## config.mk

```make
export PLATFORM = sky130hd
export DESIGN_NAME = membank_glue
export DESIGN_NICKNAME = d
export VERILOG_FILES = /design/src/rtl/mbg_pkg.sv /design/src/rtl/addr_hold.sv /design/src/rtl/cs_decode.sv /design/src/rtl/bank_strobe.sv /design/src/rtl/membank_glue.sv
export SDC_FILE = /design/constraint.sdc
export NUM_CORES = 1
export LEC_CHECK = 0
export BUFFER_PORTS_ARGS = -buffer_cell sky130_fd_sc_hd__buf_2
export CAP_MARGIN = 0
export CORE_MARGIN = 3
export CORE_UTILIZATION = 41
export CTS_CLUSTER_DIAMETER = 120
export CTS_CLUSTER_SIZE = 40
export DETAILED_ROUTE_END_ITERATION = 7
export PLACE_DENSITY = 0.84
export SLEW_MARGIN = 5
export SYNTH_ARGS = -nofsm -noshare
export SYNTH_HDL_FRONTEND = slang
export SYNTH_SLANG_ARGS = --single-unit
export TNS_END_PERCENT = 10
```

## constraint.sdc

```tcl
create_clock -name clk -period 1.15 [get_ports clk]
set_input_delay 0.115 -clock clk [delete_from_list [all_inputs] [get_ports clk]]
set_output_delay 0.115 -clock clk [all_outputs]
set_load 0.005 [all_outputs]
```

## src/rtl/mbg_pkg.sv

```systemverilog
package mbg_pkg;

    typedef enum logic {
        ST_HOLD = 1'b0,
        ST_OPEN = 1'b1
    } hold_state_t;

    typedef struct packed {
        logic hi_n;
        logic lo_n;
    } bank_pair_t;

endpackage

```

## src/rtl/addr_hold.sv

```systemverilog
module addr_hold
    import mbg_pkg::*;
#(
    parameter int W = 20
) (
    input  logic         clk,
    input  logic         rst_n,
    input  logic         ale,
    input  logic [W-1:0] addr_in,
    input  logic         bhe_in_n,
    output logic [W-1:0] addr_q,
    output logic         bhe_q_n
);

    localparam logic [W-1:0] RST_ADDR = {{(W-1){1'b0}}, 1'b1};

    hold_state_t  state_q, state_d;
    logic         capture;
    logic [W-1:0] held_addr;
    logic         held_bhe_n;

    // state register
    always_ff @(posedge clk or negedge rst_n) begin
        if (!rst_n) state_q <= ST_HOLD;
        else        state_q <= state_d;
    end

    // next state and capture control
    always_comb begin
        state_d = state_q;
        capture = 1'b0;
        unique case (state_q)
            ST_HOLD: if (ale) state_d = ST_OPEN;
            ST_OPEN: if (!ale) state_d = ST_HOLD;
            default: state_d = ST_HOLD;
        endcase
        if (state_d == ST_OPEN) capture = 1'b1;
    end

    always_ff @(posedge clk or negedge rst_n) begin
        if (!rst_n) begin
            held_addr  <= RST_ADDR;
            held_bhe_n <= 1'b1;
        end else if (capture) begin
            held_addr  <= addr_in;
            held_bhe_n <= bhe_in_n;
        end
    end

    assign addr_q  = ale ? addr_in  : held_addr;
    assign bhe_q_n = ale ? bhe_in_n : held_bhe_n;

    // nothing moves while the strobe stays low
    a_r2_hold_stable: assert property (@(posedge clk) disable iff (!rst_n)
        (!ale) |=> (ale || ($stable(addr_q) && $stable(bhe_q_n))));

    // transparent while the strobe is high
    a_r1_follow: assert property (@(posedge clk) disable iff (!rst_n)
        ale |-> (addr_q == addr_in && bhe_q_n == bhe_in_n));

endmodule

```

## src/rtl/cs_decode.sv

```systemverilog
module cs_decode #(
    parameter int SEL_W = 3,
    localparam int NUM = 1 << SEL_W
) (
    input  logic [SEL_W-1:0] sel,
    output logic [NUM-1:0]   ce_n
);

    for (genvar k = 0; k < NUM; k++) begin : g_ce
        assign ce_n[k] = (sel != SEL_W'(k));
    end

endmodule

```

## src/rtl/bank_strobe.sv

```systemverilog
module bank_strobe
    import mbg_pkg::*;
(
    input  logic       cmd_n,
    input  logic       bhe_n,
    input  logic       a0,
    output bank_pair_t strobe
);

    always_comb begin
        strobe.hi_n = cmd_n | bhe_n;
        strobe.lo_n = cmd_n | a0;
    end

endmodule

```

## src/rtl/membank_glue.sv

```systemverilog
module membank_glue
    import mbg_pkg::*;
#(
    parameter int ADDR_W = 20,
    parameter int SEL_W  = 3,
    localparam int MEM_W  = ADDR_W - SEL_W - 1,
    localparam int NUM_CE = 1 << SEL_W
) (
    input  logic              clk,
    input  logic              rst_n,
    input  logic              ale,
    input  logic [ADDR_W-1:0] bus_addr,
    input  logic              bhe_n,
    input  logic              rd_cmd_n,
    input  logic              wr_cmd_n,
    input  logic              dir_in,
    input  logic              den_n,
    output logic [MEM_W-1:0]  mem_addr,
    output logic [NUM_CE-1:0] chip_en_n,
    output logic              wr_hi_n,
    output logic              wr_lo_n,
    output logic              rd_hi_n,
    output logic              rd_lo_n,
    output logic              xcvr_dir,
    output logic              xcvr_en_n
);

    logic [ADDR_W-1:0] lat_addr;
    logic              lat_bhe_n;
    bank_pair_t        wr_pair, rd_pair;

    addr_hold #(.W(ADDR_W)) u_hold (
        .clk      (clk),
        .rst_n    (rst_n),
        .ale      (ale),
        .addr_in  (bus_addr),
        .bhe_in_n (bhe_n),
        .addr_q   (lat_addr),
        .bhe_q_n  (lat_bhe_n)
    );

    cs_decode #(.SEL_W(SEL_W)) u_dec (
        .sel  (lat_addr[ADDR_W-1 -: SEL_W]),
        .ce_n (chip_en_n)
    );

    bank_strobe u_wr (
        .cmd_n  (wr_cmd_n),
        .bhe_n  (lat_bhe_n),
        .a0     (lat_addr[0]),
        .strobe (wr_pair)
    );

    bank_strobe u_rd (
        .cmd_n  (rd_cmd_n),
        .bhe_n  (lat_bhe_n),
        .a0     (lat_addr[0]),
        .strobe (rd_pair)
    );

    assign mem_addr  = lat_addr[MEM_W:1];
    assign wr_hi_n   = wr_pair.hi_n;
    assign wr_lo_n   = wr_pair.lo_n;
    assign rd_hi_n   = rd_pair.hi_n;
    assign rd_lo_n   = rd_pair.lo_n;
    assign xcvr_dir  = dir_in;
    assign xcvr_en_n = den_n;

    // one chip select active
    a_r4_one_select: assert property (@(posedge clk) disable iff (!rst_n)
        $countones(~chip_en_n) == 1);

    // halfword address tracks the bus while transparent
    a_r1_mem_addr: assert property (@(posedge clk) disable iff (!rst_n)
        ale |-> (mem_addr == bus_addr[MEM_W:1]));

    // idle write command keeps both write strobes high
    a_r6_wr_idle: assert property (@(posedge clk) disable iff (!rst_n)
        wr_cmd_n |-> (wr_hi_n && wr_lo_n));

    // idle read command keeps both read strobes high
    a_r7_rd_idle: assert property (@(posedge clk) disable iff (!rst_n)
        rd_cmd_n |-> (rd_hi_n && rd_lo_n));

    // combination (1,1) selects no bank
    a_r8_no_bank: assert property (@(posedge clk) disable iff (!rst_n)
        (lat_bhe_n && lat_addr[0]) |-> (wr_hi_n && wr_lo_n && rd_hi_n && rd_lo_n));

endmodule

```

**Yosys cells after proc, flatten, opt, wreduce, memory -nomap -nowiden**

Index checks and enable logic that the tools add are counted.

- Register bits: 21
- Output and inout bits: 30
- Word-level logic and storage cells: 18
- Bits of input ports: 28

- Bitwise operators: 4
- Muxes and demuxes: 4
- Reductions and logical operators: 1
- Equal/unequal tests: 7

Operators with widths:

| kind | count |
|---|---|
| 2-to-1 mux 20 bit | 1 |
| inequality test 3 bit, second input constant | 4 |
| inequality test 3 x 2 -> 1 bit, second input constant | 2 |
| OR 1 bit | 4 |
| 2-to-1 mux 1 bit | 3 |
| inequality test 3 x 1 -> 1 bit, second input constant | 1 |
| nonzero test 3 bit | 1 |

**Longest topological paths before layout**

Gate-level depths: netlist (run 1).

- Depth after elaboration: 2
- Depth in mapped cells: 4
- Mapped depth without buffers: 3

**By module**

From an unflattened synthesis (run 1), not the netlist that was laid out.

- Cell total of the unflattened synthesis: 58
- Area total of the unflattened synthesis: 962.2 um2

By module, submodules not included:

| module | cells each | area each (um2) | instances |
|---|---|---|---|
| addr_hold | 44 | 862.1 | 1 |
| cs_decode | 8 | 60.1 | 1 |
| bank_strobe | 2 | 12.5 | 2 |
| membank_glue | 2 | 15.0 | 1 |

**Worst setup path before layout (run 1)**

OpenSTA, ideal clock, no wires.

- Kind: register -> output
- From: register u_hold.held_addr[17]
- To: output port chip_en_n[1]
- Cell stages (with the launch flop): 4
- Data required time: 1.035 ns
- Setup slack: 0.196 ns
- Arrival time: 0.839 ns
- Cells stage by stage: dfrtp_1 -> mux2i_1 -> inv_1 -> nand3_1

- Longest elaborated chain between the ends: 2

Ends and longest elaborated chain:

| what | RTL line | RTL |
|---|---|---|
| from (decl) | addr_hold.sv:19 | `logic [W-1:0] held_addr;` |
| from (signal assigned) | addr_hold.sv:45 | `held_addr <= addr_in;` |
| 2-to-1 mux 20 bit | addr_hold.sv:50 | `assign addr_q = ale ? addr_in : held_addr;` |
| inequality test 3 x 1 -> 1 bit | cs_decode.sv:10 | `assign ce_n[k] = (sel != SEL_W'(k));` |
| to (decl) | membank_glue.sv:19 | `output logic [NUM_CE-1:0] chip_en_n,` |

No other way between the ends.

**Worst setup path in the final report (run 1)**

- From: register u_hold.held_addr[18]
- To: output port chip_en_n[3]

- Longest elaborated chain between the ends: 2

Ends and longest elaborated chain:

| what | RTL line |
|---|---|
| 2-to-1 mux 20 bit | addr_hold.sv:50 |
| inequality test 3 x 2 -> 1 bit | cs_decode.sv:10 |

No other way between the ends.

==> insert_results.sql, run 1 <==
INSERT INTO impl_metrics (metric_group, metric, value, unit) VALUES
('status', 'outcome', 'complete, but fails checks', ''),
('status', 'failed_checks', 'setup timing', ''),
('timing', 'finalHoldWorstSlack', '60.4', 'ps'),
('logic_synthesis', 'synthesis.area', '941', 'um2'),
('critical_path', 'data_required_time_at_the_worst_endpoint', '1030', 'ps'),
('cts', 'htree_num_levels', '1', ''),
('timing', 'rsz_0062_raised_after_global_routing', 'true', ''),
('critical_path', 'peak_per_stage_delay_on_the_critical_path', '420', 'ps'),
('critical_path', 'worst_setup_path_start_kind', 'register', ''),
('grt', 'vias_in_the_first_global_route', '677', ''),
('floorplan', 'core_area', '2060', 'um2'),
('cells_and_area', 'post_layout_util', '70.0', '%'),
('logic_synthesis', 'largest_family_of_logic_cells_by_synthesized_area', 'multiplexers', ''),
('logic_synthesis', 'synth_warnings', '0', ''),
('logic_synthesis', 'synth.area.mux_share', '29.8', '%'),
('critical_path', 'worst_ep_arrival_time', '1230', 'ps'),
('timing', 'timing_hold_violations_final', '0', ''),
('floorplan', 'die_w', '53.9', 'um'),
('critical_path', 'slowest_stage', 'sky130_fd_sc_hd__dfrtp_1', ''),
('cells_and_area', 'num_antenna_cells', '0', ''),
('cells_and_area', 'final_layout_size_suffix_gt1_share', '72.7', '%'),
('power', 'intPower', '0.00124', 'W'),
('grt', 'groute.usage.overall', '13.7', '%'),
('cts', 'clkLatencyLatePin', '290', 'ps'),
('timing', 'timing.final.ws_setup', '-199', 'ps'),
('logic_synthesis', 'synth_cells', '63', ''),
('floorplan', 'placementRows', '16', ''),
('detailed_routing', 'count_of_routing_violations_after_the_opening_detailed_route_iteration', '6', ''),
('detailed_routing', 'detail_route.vias_per_cell', '4.77', ''),
('flow_run', 'cap_viol_max_count', '0', ''),
('power', 'share_seq_of_total_power', '50.6', '%'),
('logic_synthesis', 'synth_adder_area_share', '0', '%'),
('detailed_routing', 'routedWlPerCell', '13.8', 'um'),
('logic_synthesis', 'simple_gate_share_of_the_synthesized_area', '6.91', '%'),
('timing', 'slew_headroom', '70.6', '%'),
('cells_and_area', 'final_cell_mix', '39 x sky130_fd_sc_hd__buf_2, 19 x sky130_fd_sc_hd__dfrtp_1, 14 x sky130_fd_sc_hd__mux2_4, 14 x sky130_fd_sc_hd__buf_6, 7 x sky130_fd_sc_hd__nand3_1', ''),
('detailed_routing', 'drc', '0', ''),
('timing', 'worst_slew_pin_slew', '441', 'ps'),
('logic_synthesis', 'synth_xor_area_share', '0', '%'),
('grt', 'grt_overflow_total', '0', ''),
('critical_path', 'r2r_setup_slk', '180', 'ps'),
('cts', 'clock_sink_count', '21', ''),
('logic_synthesis', 'postSynthNetCount', '91', ''),
('power', 'p_clk_share', '20.3', '%'),
('timing', 'setup_viol_count_final', '28', ''),
('cts', 'tritoncts.num_buffers', '3', ''),
('floorplan', 'boundaryPins', '58', ''),
('placement', 'numPortBuffers', '53', ''),
('timing', 'skew', '0', 'ps'),
('floorplan', 'die_h', '53.9', 'um'),
('grt', 'largest_net_degree_at_the_start_of_global_routing', '22', ''),
('detailed_routing', 'firstDrtPassIters', '4', ''),
('power', 'netSwitchingFraction', '25.8', '%'),
('grt', 'antenna_found_initial', '0', ''),
('power', 'total_leakage_power', '0.710', 'nW'),
('cts', 'clock_tree.root_cell', 'sky130_fd_sc_hd__clkbuf_4', ''),
('placement', 'routability_cong', '0.625', ''),
('grt', 'grt_pass1_wl', '2.84', 'mm'),
('critical_path', 'setup.worst_path.end_class', 'primary output', ''),
('power', 'powerDensity', '1160', 'nW/um2'),
('timing', 'fmax', '741', 'MHz'),
('power', 'max-vdd-ir-drop', '0.692', 'mV'),
('floorplan', 'start_util', '45.6', '%'),
('power', 'post-layout-total-power', '0.00167', 'W'),
('placement', 'preCtsSetupSlack', '-101', 'ps'),
('logic_synthesis', 'yosys.cell_types.count', '13', ''),
('logic_synthesis', 'post_synth.cell_area_avg', '14.9', 'um2'),
('hold_path', 'hold_path.class', 'in -> reg', ''),
('cells_and_area', 'finish.net_count', '150', ''),
('detailed_routing', 'num_vias', '706', ''),
('cts', 'clock_path_buffers', '2', '');
[per-stage QoR]
stage	area (um2)	TNS [ps]
2_1_floorplan	941	0
3_3_place_gp	1230	-59.4
3_5_place_dp	1230	-550
4_1_cts	1390	-2450
5_1_grt	1440	-3990
6_report	1440	-2240
[state kept, by name, summed over array words and instances (netlist names)]
register / count
u_hold.held_addr: 20
u_hold.held_bhe_n: 1
[path summary, 6_finish.rpt]
kind	cells past startpoint	endpoint	start
hold / removal	2	u_hold.held_addr[15]	bus_addr[15]
setup / recovery	4	chip_en_n[3]	u_hold.held_addr[18]
setup reg to reg	3	u_hold.held_addr[18]	u_hold.held_addr[18]
hold reg to reg	1	u_hold.held_addr[4]	u_hold.held_addr[4]
min in group asynchronous	2	u_hold.held_addr[1]	rst_n
max in group asynchronous	2	u_hold.held_bhe_n	rst_n
[power by group through the flow]
stage               Sequential (W)  Clock, W  Combinational (W)
floorplan                 0.000845         0           0.000203
global placement          0.000848         0           0.000352
detailed placement        0.000853         0           0.000364
CTS                       0.000844  0.000357           0.000455
global route              0.000851  0.000399           0.000527
finish                    0.000846  0.000340           0.000486
[worst max-delay path: cells and delay by family, from the launching register on]
| kind | cells | cell delay [ps] |
|---|---|---|
| DFF | 1 | 420 |
| muxes | 1 | 250 |
| buffers and inverters | 2 | 190 |
| and+or+nand+nor | 1 | 80 |
[cells in the mapped netlist (all sizes together)]
cell type   n  area share, %
buf         4            4.9
mux2i       5            6.6
nand2b      4            2.7
dfrtp      19             51
mux2       16             23
inv         5            2.3
nand3       8            4.3
dfstp       2            5.6
[cells by family (layout without fill, tap and decap cells)]
kind of cell / after synthesis / count (layout)
mux: 21 / 21
flops: 21 / 21
simple gates: 12 / 12
buf+inv: 9 / 67
[per-layer routing]
metal | vias to the layer above | share of wire (%) | GRT usage, %
met5 | - | 0 | 0
met4 | 0 | 0.68 | 5.11
met3 | 2 | 8.3 | 3.88
met2 | 30 | 54 | 24.4
met1 | 341 | 37 | 15.2
li1 | 333 | - | -
[final cells by class]
cell class                 instances  area, um2
fill                             148        618
sequential                        21        528
timing repair buffer              58        418
multi-input combinational         33        415
tap                               27       33.8
clock buffer                       3       22.5
inverter                           5       21.3
clock inverter                     1       5.00
[what timing repair did]
item,4_1_cts,5_1_grt
setup buffers,2,0
setup endpoints to repair,28,28
resized for setup,20,9
cloned,0,0
endpoints found under the hold margin,19,0
pin swaps,0,1
hold buffers,1,0
No activity file was read; power rests on OpenSTA's default activity.
==> inputs of run 2 (changes only) <==
--- a/config.mk
+++ b/config.mk
@@ -7,7 +7,7 @@
 export LEC_CHECK = 0
 export BUFFER_PORTS_ARGS = -buffer_cell sky130_fd_sc_hd__buf_2
 export CAP_MARGIN = 0
-export CORE_MARGIN = 3
+export CORE_MARGIN = 8
 export CORE_UTILIZATION = 41
 export CTS_CLUSTER_DIAMETER = 120
 export CTS_CLUSTER_SIZE = 40
@@ -17,4 +17,4 @@
 export SYNTH_ARGS = -nofsm -noshare
 export SYNTH_HDL_FRONTEND = slang
 export SYNTH_SLANG_ARGS = --single-unit
-export TNS_END_PERCENT = 10
+export TNS_END_PERCENT = 5
==> insert_results.sql, run 2 (synthesis results as in run 1) <==
INSERT INTO impl_metrics (metric_group, metric, value, unit) VALUES
('placement', 'numPortBuffers', '53', ''),
('hold_path', 'holdCritStartpoint', 'bus_addr[3]', ''),
('power', 'powerDensity', '1170', 'nW/um2'),
('cts', 'clock_tree.root_cell', 'sky130_fd_sc_hd__clkbuf_4', ''),
('cts', 'cts_tree', 'yes', ''),
('hold_path', 'hold_path.class', 'in -> reg', ''),
('cells_and_area', 'ff_latch_area', '528', 'um2'),
('cells_and_area', 'final_layout_size_suffix_gt1_share', '73.3', '%'),
('critical_path', 'worst_setup_path_start_kind', 'register', ''),
('critical_path', 'slowest_stage', 'sky130_fd_sc_hd__dfrtp_1', ''),
('timing', 'rsz_0062_raised_after_global_routing', 'true', ''),
('cells_and_area', 'final_cells', '148', ''),
('critical_path', 'worst_ep_arrival_time', '1290', 'ps'),
('flow_run', 'cap_viol_max_count', '0', ''),
('timing', 'timing.final.ws_setup', '-258', 'ps'),
('floorplan', 'placementRows', '17', ''),
('power', 'max-vdd-ir-drop', '0.866', 'mV'),
('floorplan', 'boundaryPins', '58', ''),
('floorplan', 'die_w', '63.9', 'um'),
('grt', 'largest_net_degree_at_the_start_of_global_routing', '22', ''),
('detailed_routing', 'routed_wl', '2.49', 'mm'),
('detailed_routing', 'drc', '0', ''),
('critical_path', 'critical_path.max_fanout', '3', ''),
('cts', 'clock_path_buffers', '2', ''),
('detailed_routing', 'routedWlPerCell', '16.9', 'um'),
('timing', 'slew_headroom', '70.7', '%'),
('grt', 'groute.usage.overall', '11.9', '%'),
('cts', 'tritoncts.num_buffers', '3', ''),
('cells_and_area', 'largest-register', 'u_hold.held_addr', ''),
('status', 'outcome', 'complete, but fails checks', ''),
('timing', 'setup_viol_count_final', '28', ''),
('grt', 'grt_overflow_total', '0', ''),
('critical_path', 'setup.worst_path.end_class', 'primary output', ''),
('timing', 'skew', '0', 'ps'),
('cts', 'clock_sink_count', '21', ''),
('cts', 'clkLatencyLatePin', '290', 'ps'),
('timing', 'finalCriticalPeriod', '1410', 'ps'),
('cells_and_area', 'layout.cells.most_common', 'sky130_fd_sc_hd__buf_2', ''),
('power', 'post-layout-total-power', '0.00168', 'W'),
('cells_and_area', 'multiInputGateArea', '412', 'um2'),
('critical_path', 'peak_per_stage_delay_on_the_critical_path', '390', 'ps'),
('detailed_routing', 'firstDrtPassIters', '4', ''),
('placement', 'numPlacedInstances', '143', ''),
('floorplan', 'start_util', '42.9', '%'),
('cells_and_area', 'max_ffs_per_register', '20', ''),
('cts', 'clock_transition_time_at_the_flip_flop_clock_pins_of_the_worst_setup_and_hold_paths', '110', 'ps'),
('hold_path', 'hold-path-endpoint', 'u_hold.held_addr[3]', ''),
('placement', 'hpwlAfterDp', '1.83', 'mm'),
('timing', 'fmax', '710', 'MHz'),
('status', 'failed_checks', 'setup timing', ''),
('floorplan', 'core_area', '2190', 'um2'),
('critical_path', 'data_required_time_at_the_worst_endpoint', '1030', 'ps'),
('power', 'total_leakage_power', '0.711', 'nW'),
('critical_path', 'worst-setup-path-type', 'reg -> out', ''),
('timing', 'report.final.slew_viol_count', '0', ''),
('cells_and_area', 'num_antenna_cells', '0', ''),
('critical_path', 'critical_path.cell_chain', 'mux2i_2 -> buf_4 -> nand3_1 -> buf_2', ''),
('cells_and_area', 'areaGrowthSynthToFinish', '52.4', '%'),
('detailed_routing', 'num_vias', '705', ''),
('detailed_routing', 'remaining_antenna_violation_count', '0', ''),
('critical_path', 'r2r_setup_slk', '290', 'ps'),
('placement', 'routability_cong', '0.777', ''),
('grt', 'vias_in_the_first_global_route', '819', ''),
('timing', 'portion_of_the_clock_cycle_consumed_by_the_worst_path_in_the_final_layout', '122', '%'),
('grt', 'antenna_found_initial', '0', ''),
('cells_and_area', 'layout_top_registers', 'u_hold.held_addr x20, u_hold.held_bhe_n x1', ''),
('timing', 'worst_slew_pin_slew', '439', 'ps'),
('cts', 'htree_num_levels', '1', ''),
('critical_path', 'r2r_start', 'u_hold.held_addr[19]', ''),
('cells_and_area', 'finish.net_count', '149', ''),
('floorplan', 'die_area', '4080', 'um2'),
('cells_and_area', 'filler_cell_count', '173', ''),
('detailed_routing', 'detail_route.vias_per_cell', '4.76', ''),
('critical_path', 'reg2regPathDepth', '2', ''),
('hold_path', 'timing.hold.worst_path_depth', '2', ''),
('cells_and_area', 'final_cell_mix', '37 x sky130_fd_sc_hd__buf_2, 19 x sky130_fd_sc_hd__dfrtp_1, 16 x sky130_fd_sc_hd__buf_6, 15 x sky130_fd_sc_hd__mux2_4, 5 x sky130_fd_sc_hd__nand3_1', ''),
('floorplan', 'die_h', '63.9', 'um'),
('timing', 'timing_hold_violations_final', '0', ''),
('detailed_routing', 'count_of_routing_violations_after_the_opening_detailed_route_iteration', '5', ''),
('cells_and_area', 'post_layout_util', '65.4', '%'),
('grt', 'grt_pass1_wl', '3.97', 'mm'),
('critical_path', 'reg2reg_to', 'u_hold.held_addr[19]', '');
## run 2: changes by cell type in the layout (fill, tap and decap cells not counted)
cell	before	now
sky130_fd_sc_hd__buf_2	39	37
sky130_fd_sc_hd__nand3_1	7	5
sky130_fd_sc_hd__mux2i_2	0	2
sky130_fd_sc_hd__mux2i_4	5	3
sky130_fd_sc_hd__mux2_2	2	1
sky130_fd_sc_hd__inv_2	2	1
sky130_fd_sc_hd__buf_12	2	1
sky130_fd_sc_hd__mux2_4	14	15
sky130_fd_sc_hd__nand3_2	1	3
sky130_fd_sc_hd__inv_1	2	3
sky130_fd_sc_hd__buf_6	14	16
## run 2: metrics by stage
stage / hold slack, ps / setup TNS, ps / area (um2) / setup slack (ps)
6_report: 58.2 / -2620 / 1430 / -258
5_1_grt: 39.5 / -4490 / 1430 / -344
4_1_cts: 49.6 / -3070 / 1360 / -267
3_5_place_dp: 86.3 / 0 / 1230 / 18.5
3_3_place_gp: 80.4 / 0 / 1230 / 54.3
2_1_floorplan: -181 / 0 / 941 / 196
## run 2: where the power goes
part	internal [W]	leakage (nW)	switching, W
Combinational	0.000294	0.450	0.000199
Clock	0.000129	0.0177	0.000211
Sequential	0.000816	0.243	0.0000269
## run 2: critical path, delay by kind of cell, from the launching register on
family                 cells  cell delay [ps]
flip-flops                 1              390
buffers and inverters      2              320
multiplexers               1              220
AND/OR/NAND/NOR            1               60
## run 2: worst max path at each step
stage / from / to / cells past startpoint
floorplan: u_hold.held_addr[17] / chip_en_n[1] / 3
global placement: ale / rd_hi_n / 5
detailed placement: ale / wr_lo_n / 5
CTS: u_hold.held_addr[19] / chip_en_n[1] / 4
global route: u_hold.held_addr[19] / chip_en_n[1] / 4
finish: u_hold.held_addr[17] / chip_en_n[4] / 4
## run 2: final cells by class
| class | count | share of cell area [%] |
|---|---|---|
| repair buffers | 57 | 28.6 |
| multi-input cells | 33 | 28.7 |
| flip-flops and latches | 21 | 36.8 |
| inverters | 5 | 1.48 |
| clock buffers | 3 | 1.57 |
| well taps | 28 | 2.44 |
| clock inverters | 1 | 0.349 |
## run 2: metal layers
metal  wire [um]  GRT usage [%]  part of all wire, %  vias up
met3         178           5.05                  7.1        0
met5           0              0                    0        -
met1         972           12.5                   39      342
met2        1340           20.2                   54       35
met4           0           5.57                    0        0
li1            -              -                    -      328
## run 2: what timing repair did
item / CTS / global route
endpoints found under the setup margin: 28 / 28
buffers inserted: 0 / 0
gates resized for setup: 17 / 14
hold endpoints to repair: 19 / 0
pin swaps: 1 / 0
hold buffers: 1 / 0
==> inputs of run 3 (changes only) <==
--- a/config.mk
+++ b/config.mk
@@ -8,11 +8,12 @@
 export BUFFER_PORTS_ARGS = -buffer_cell sky130_fd_sc_hd__buf_2
 export CAP_MARGIN = 0
 export CORE_MARGIN = 8
-export CORE_UTILIZATION = 41
+export CORE_UTILIZATION = 43
+export CTS_BUF_LIST = sky130_fd_sc_hd__clkbuf_4 sky130_fd_sc_hd__clkbuf_8
 export CTS_CLUSTER_DIAMETER = 120
 export CTS_CLUSTER_SIZE = 40
 export DETAILED_ROUTE_END_ITERATION = 7
-export PLACE_DENSITY = 0.84
+export PLACE_DENSITY = 0.87
 export SLEW_MARGIN = 5
 export SYNTH_ARGS = -nofsm -noshare
 export SYNTH_HDL_FRONTEND = slang
==> insert_results.sql, run 3 (synthesis results as in run 1) <==
INSERT INTO impl_metrics (metric_group, metric, value, unit) VALUES
('status', 'outcome', 'complete, but fails checks', ''),
('status', 'failed_checks', 'setup timing', ''),
('grt', 'grt_pass1_wl', '3.75', 'mm'),
('timing', 'rsz_0062_raised_after_global_routing', 'true', ''),
('placement', 'hpwlAfterDp', '1.82', 'mm'),
('critical_path', 'setup.worst_path.end_class', 'primary output', ''),
('grt', 'largest_net_degree_at_the_start_of_global_routing', '22', ''),
('power', 'total_leakage_power', '0.696', 'nW'),
('cts', 'clkLatencyLatePin', '280', 'ps'),
('critical_path', 'crit_cells', '4', ''),
('critical_path', 'worst_setup_path_start_kind', 'register', ''),
('grt', 'vias_in_the_first_global_route', '768', ''),
('critical_path', 'critical_path.cell_chain', 'mux2i_4 -> inv_2 -> nand3_2 -> buf_2', ''),
('power', 'share_seq_of_total_power', '51.0', '%'),
('timing', 'timing.final.ws_setup', '-214', 'ps'),
('power', 'p_clk_share', '20.4', '%'),
('cells_and_area', 'post_layout_util', '66.6', '%'),
('cts', 'cts_tree', 'yes', ''),
('timing', 'finalHoldWorstSlack', '65.0', 'ps'),
('floorplan', 'start_util', '43.8', '%'),
('cts', 'tritoncts.num_buffers', '3', ''),
('timing', 'finalCriticalPeriod', '1360', 'ps'),
('cells_and_area', 'max_ffs_per_register', '20', ''),
('cells_and_area', 'final_layout_size_suffix_gt1_share', '75.4', '%'),
('timing', 'skew', '0', 'ps'),
('timing', 'setup_viol_count_final', '28', ''),
('cells_and_area', 'areaGrowthSynthToFinish', '52.0', '%'),
('grt', 'antenna_found_initial', '0', ''),
('power', 'combPwrFrac', '28.5', '%'),
('timing', 'timing_hold_violations_final', '0', ''),
('cells_and_area', 'layout_top_registers', 'u_hold.held_addr x20, u_hold.held_bhe_n x1', ''),
('grt', 'grt_overflow_total', '0', ''),
('power', 'powerDensity', '1160', 'nW/um2'),
('floorplan', 'placementRows', '17', ''),
('floorplan', 'die_h', '62.8', 'um'),
('power', 'max-vdd-ir-drop', '0.702', 'mV'),
('critical_path', 'r2r_start', 'u_hold.held_addr[19]', ''),
('cts', 'htree_num_levels', '1', ''),
('critical_path', 'data_required_time_at_the_worst_endpoint', '1030', 'ps'),
('detailed_routing', 'routedWlPerCell', '15.5', 'um'),
('timing', 'portion_of_the_clock_cycle_consumed_by_the_worst_path_in_the_final_layout', '119', '%'),
('floorplan', 'die_area', '3940', 'um2'),
('critical_path', 'worst_ep_arrival_time', '1250', 'ps'),
('power', 'intPower', '0.00122', 'W'),
('cells_and_area', 'finish.net_count', '151', ''),
('detailed_routing', 'drc', '0', ''),
('timing', 'report.final.slew_viol_count', '0', ''),
('cts', 'clock_sink_count', '21', ''),
('power', 'netSwitchingFraction', '26.1', '%'),
('critical_path', 'slowest_stage', 'sky130_fd_sc_hd__dfrtp_1', ''),
('cells_and_area', 'layout.cells.most_common', 'sky130_fd_sc_hd__buf_2', ''),
('detailed_routing', 'routed_wl', '2.32', 'mm'),
('detailed_routing', 'num_vias', '683', ''),
('critical_path', 'critPathCapture', 'chip_en_n[5]', ''),
('placement', 'routability_cong', '0.735', ''),
('hold_path', 'hold_path.class', 'in -> reg', ''),
('timing', 'slew_headroom', '70.3', '%'),
('cts', 'clock_path_buffers', '2', ''),
('cells_and_area', 'multiInputGateArea', '424', 'um2'),
('floorplan', 'boundaryPins', '58', ''),
('critical_path', 'timing.critical_path.max_delay_family', 'flip-flops', ''),
('critical_path', 'worst-setup-path-type', 'reg -> out', ''),
('timing', 'fmax', '733', 'MHz'),
('detailed_routing', 'count_of_routing_violations_after_the_opening_detailed_route_iteration', '11', ''),
('power', 'total_switching_power', '0.000432', 'W'),
('cells_and_area', 'filler_cell_count', '172', ''),
('critical_path', 'reg2regPathDepth', '2', ''),
('critical_path', 'cp.buffers_inverters', '2', ''),
('timing', 'totalNegativeSetupSlack', '-2280', 'ps'),
('critical_path', 'critical_path.max_fanout', '5', ''),
('timing', 'worst_slew_pin_slew', '446', 'ps'),
('floorplan', 'core_area', '2150', 'um2'),
('detailed_routing', 'firstDrtPassIters', '2', ''),
('critical_path', 'crit_path_start', 'u_hold.held_addr[19]', ''),
('cts', 'clock_tree.root_cell', 'sky130_fd_sc_hd__clkbuf_4', ''),
('grt', 'groute.usage.overall', '11.4', '%'),
('cells_and_area', 'final_cell_mix', '42 x sky130_fd_sc_hd__buf_2, 19 x sky130_fd_sc_hd__dfrtp_1, 11 x sky130_fd_sc_hd__mux2_4, 11 x sky130_fd_sc_hd__buf_6', ''),
('flow_run', 'cap_viol_max_count', '0', ''),
('cells_and_area', 'num_antenna_cells', '0', ''),
('cells_and_area', 'ff_latch_area', '528', 'um2'),
('cells_and_area', 'largest-register', 'u_hold.held_addr', ''),
('placement', 'numPortBuffers', '53', ''),
('floorplan', 'die_w', '62.8', 'um'),
('detailed_routing', 'detail_route.vias_per_cell', '4.55', ''),
('critical_path', 'r2r_setup_slk', '260', 'ps'),
('critical_path', 'peak_per_stage_delay_on_the_critical_path', '410', 'ps'),
('critical_path', 'reg2reg_to', 'u_hold.held_addr[19]', ''),
('cts', 'clock_transition_time_at_the_flip_flop_clock_pins_of_the_worst_setup_and_hold_paths', '120', 'ps'),
('detailed_routing', 'remaining_antenna_violation_count', '0', '');
## run 3: cell count changes in the layout (fill, tap and decap cells not counted), sizes merged
| cell | change |
|---|---|
| buf | +2 |
## run 3: cell type report
class                      count  share of cell area, %
clock inverter                 1                  0.350
clock buffer                   3                   1.57
sequential                    21                   36.9
timing repair buffer          59                   27.6
multi-input combinational     33                   29.7
tap                           28                   2.45
inverter                       5                   1.49
## run 3: per-layer routing
metal,up-vias,part of all wire [%],GRT usage (%)
li1,332,-,-
met1,318,41,12.7
met2,31,49,19.3
met3,2,8.7,4.12
met4,0,1.2,4.27
met5,-,0,0
## run 3: timing repair
item	in CTS	in global routing
gates cloned	0	0
hold buffers	1	0
pin swaps	0	1
gates resized for setup	16	10
setup buffers	2	0
setup endpoints to repair	28	28
hold endpoints to repair	19	0
## run 3: through the flow
| stage | power, W | cells | instance area, um2 | setup slack [ps] |
|---|---|---|---|---|
| 2_1_floorplan | 0.00105 | 63 | 941 | 196 |
| 3_3_place_gp | 0.00121 | 143 | 1230 | 2.51 |
| 3_5_place_dp | 0.00122 | 143 | 1230 | -62.5 |
| 4_1_cts | 0.00164 | 150 | 1370 | -256 |
| 5_1_grt | 0.00175 | 150 | 1430 | -285 |
| 6_report | 0.00166 | 150 | 1430 | -214 |
## run 3: worst min-delay path by stage
stage | cells after the start | slack (ps) | end | startpoint
floorplan | 0 | -180 | u_hold.held_addr[10] | rst_n
global placement | 1 | 80 | u_hold.held_addr[10] | rst_n
detailed placement | 1 | 90 | u_hold.held_addr[11] | rst_n
CTS | 2 | 60 | u_hold.held_addr[14] | bus_addr[14]
global route | 2 | 50 | u_hold.held_addr[12] | bus_addr[12]
finish | 2 | 70 | u_hold.held_addr[14] | bus_addr[14]
## run 3: power by group through the flow
| stage | sequential (W) | clock, W | combinational, W |
|---|---|---|---|
| after CTS | 0.000843 | 0.000348 | 0.000450 |
| after detailed placement | 0.000852 | 0 | 0.000370 |
| after global placement | 0.000848 | 0 | 0.000359 |
| after floorplan | 0.000845 | 0 | 0.000203 |
| final | 0.000846 | 0.000338 | 0.000473 |
| after global routing | 0.000853 | 0.000380 | 0.000513 |
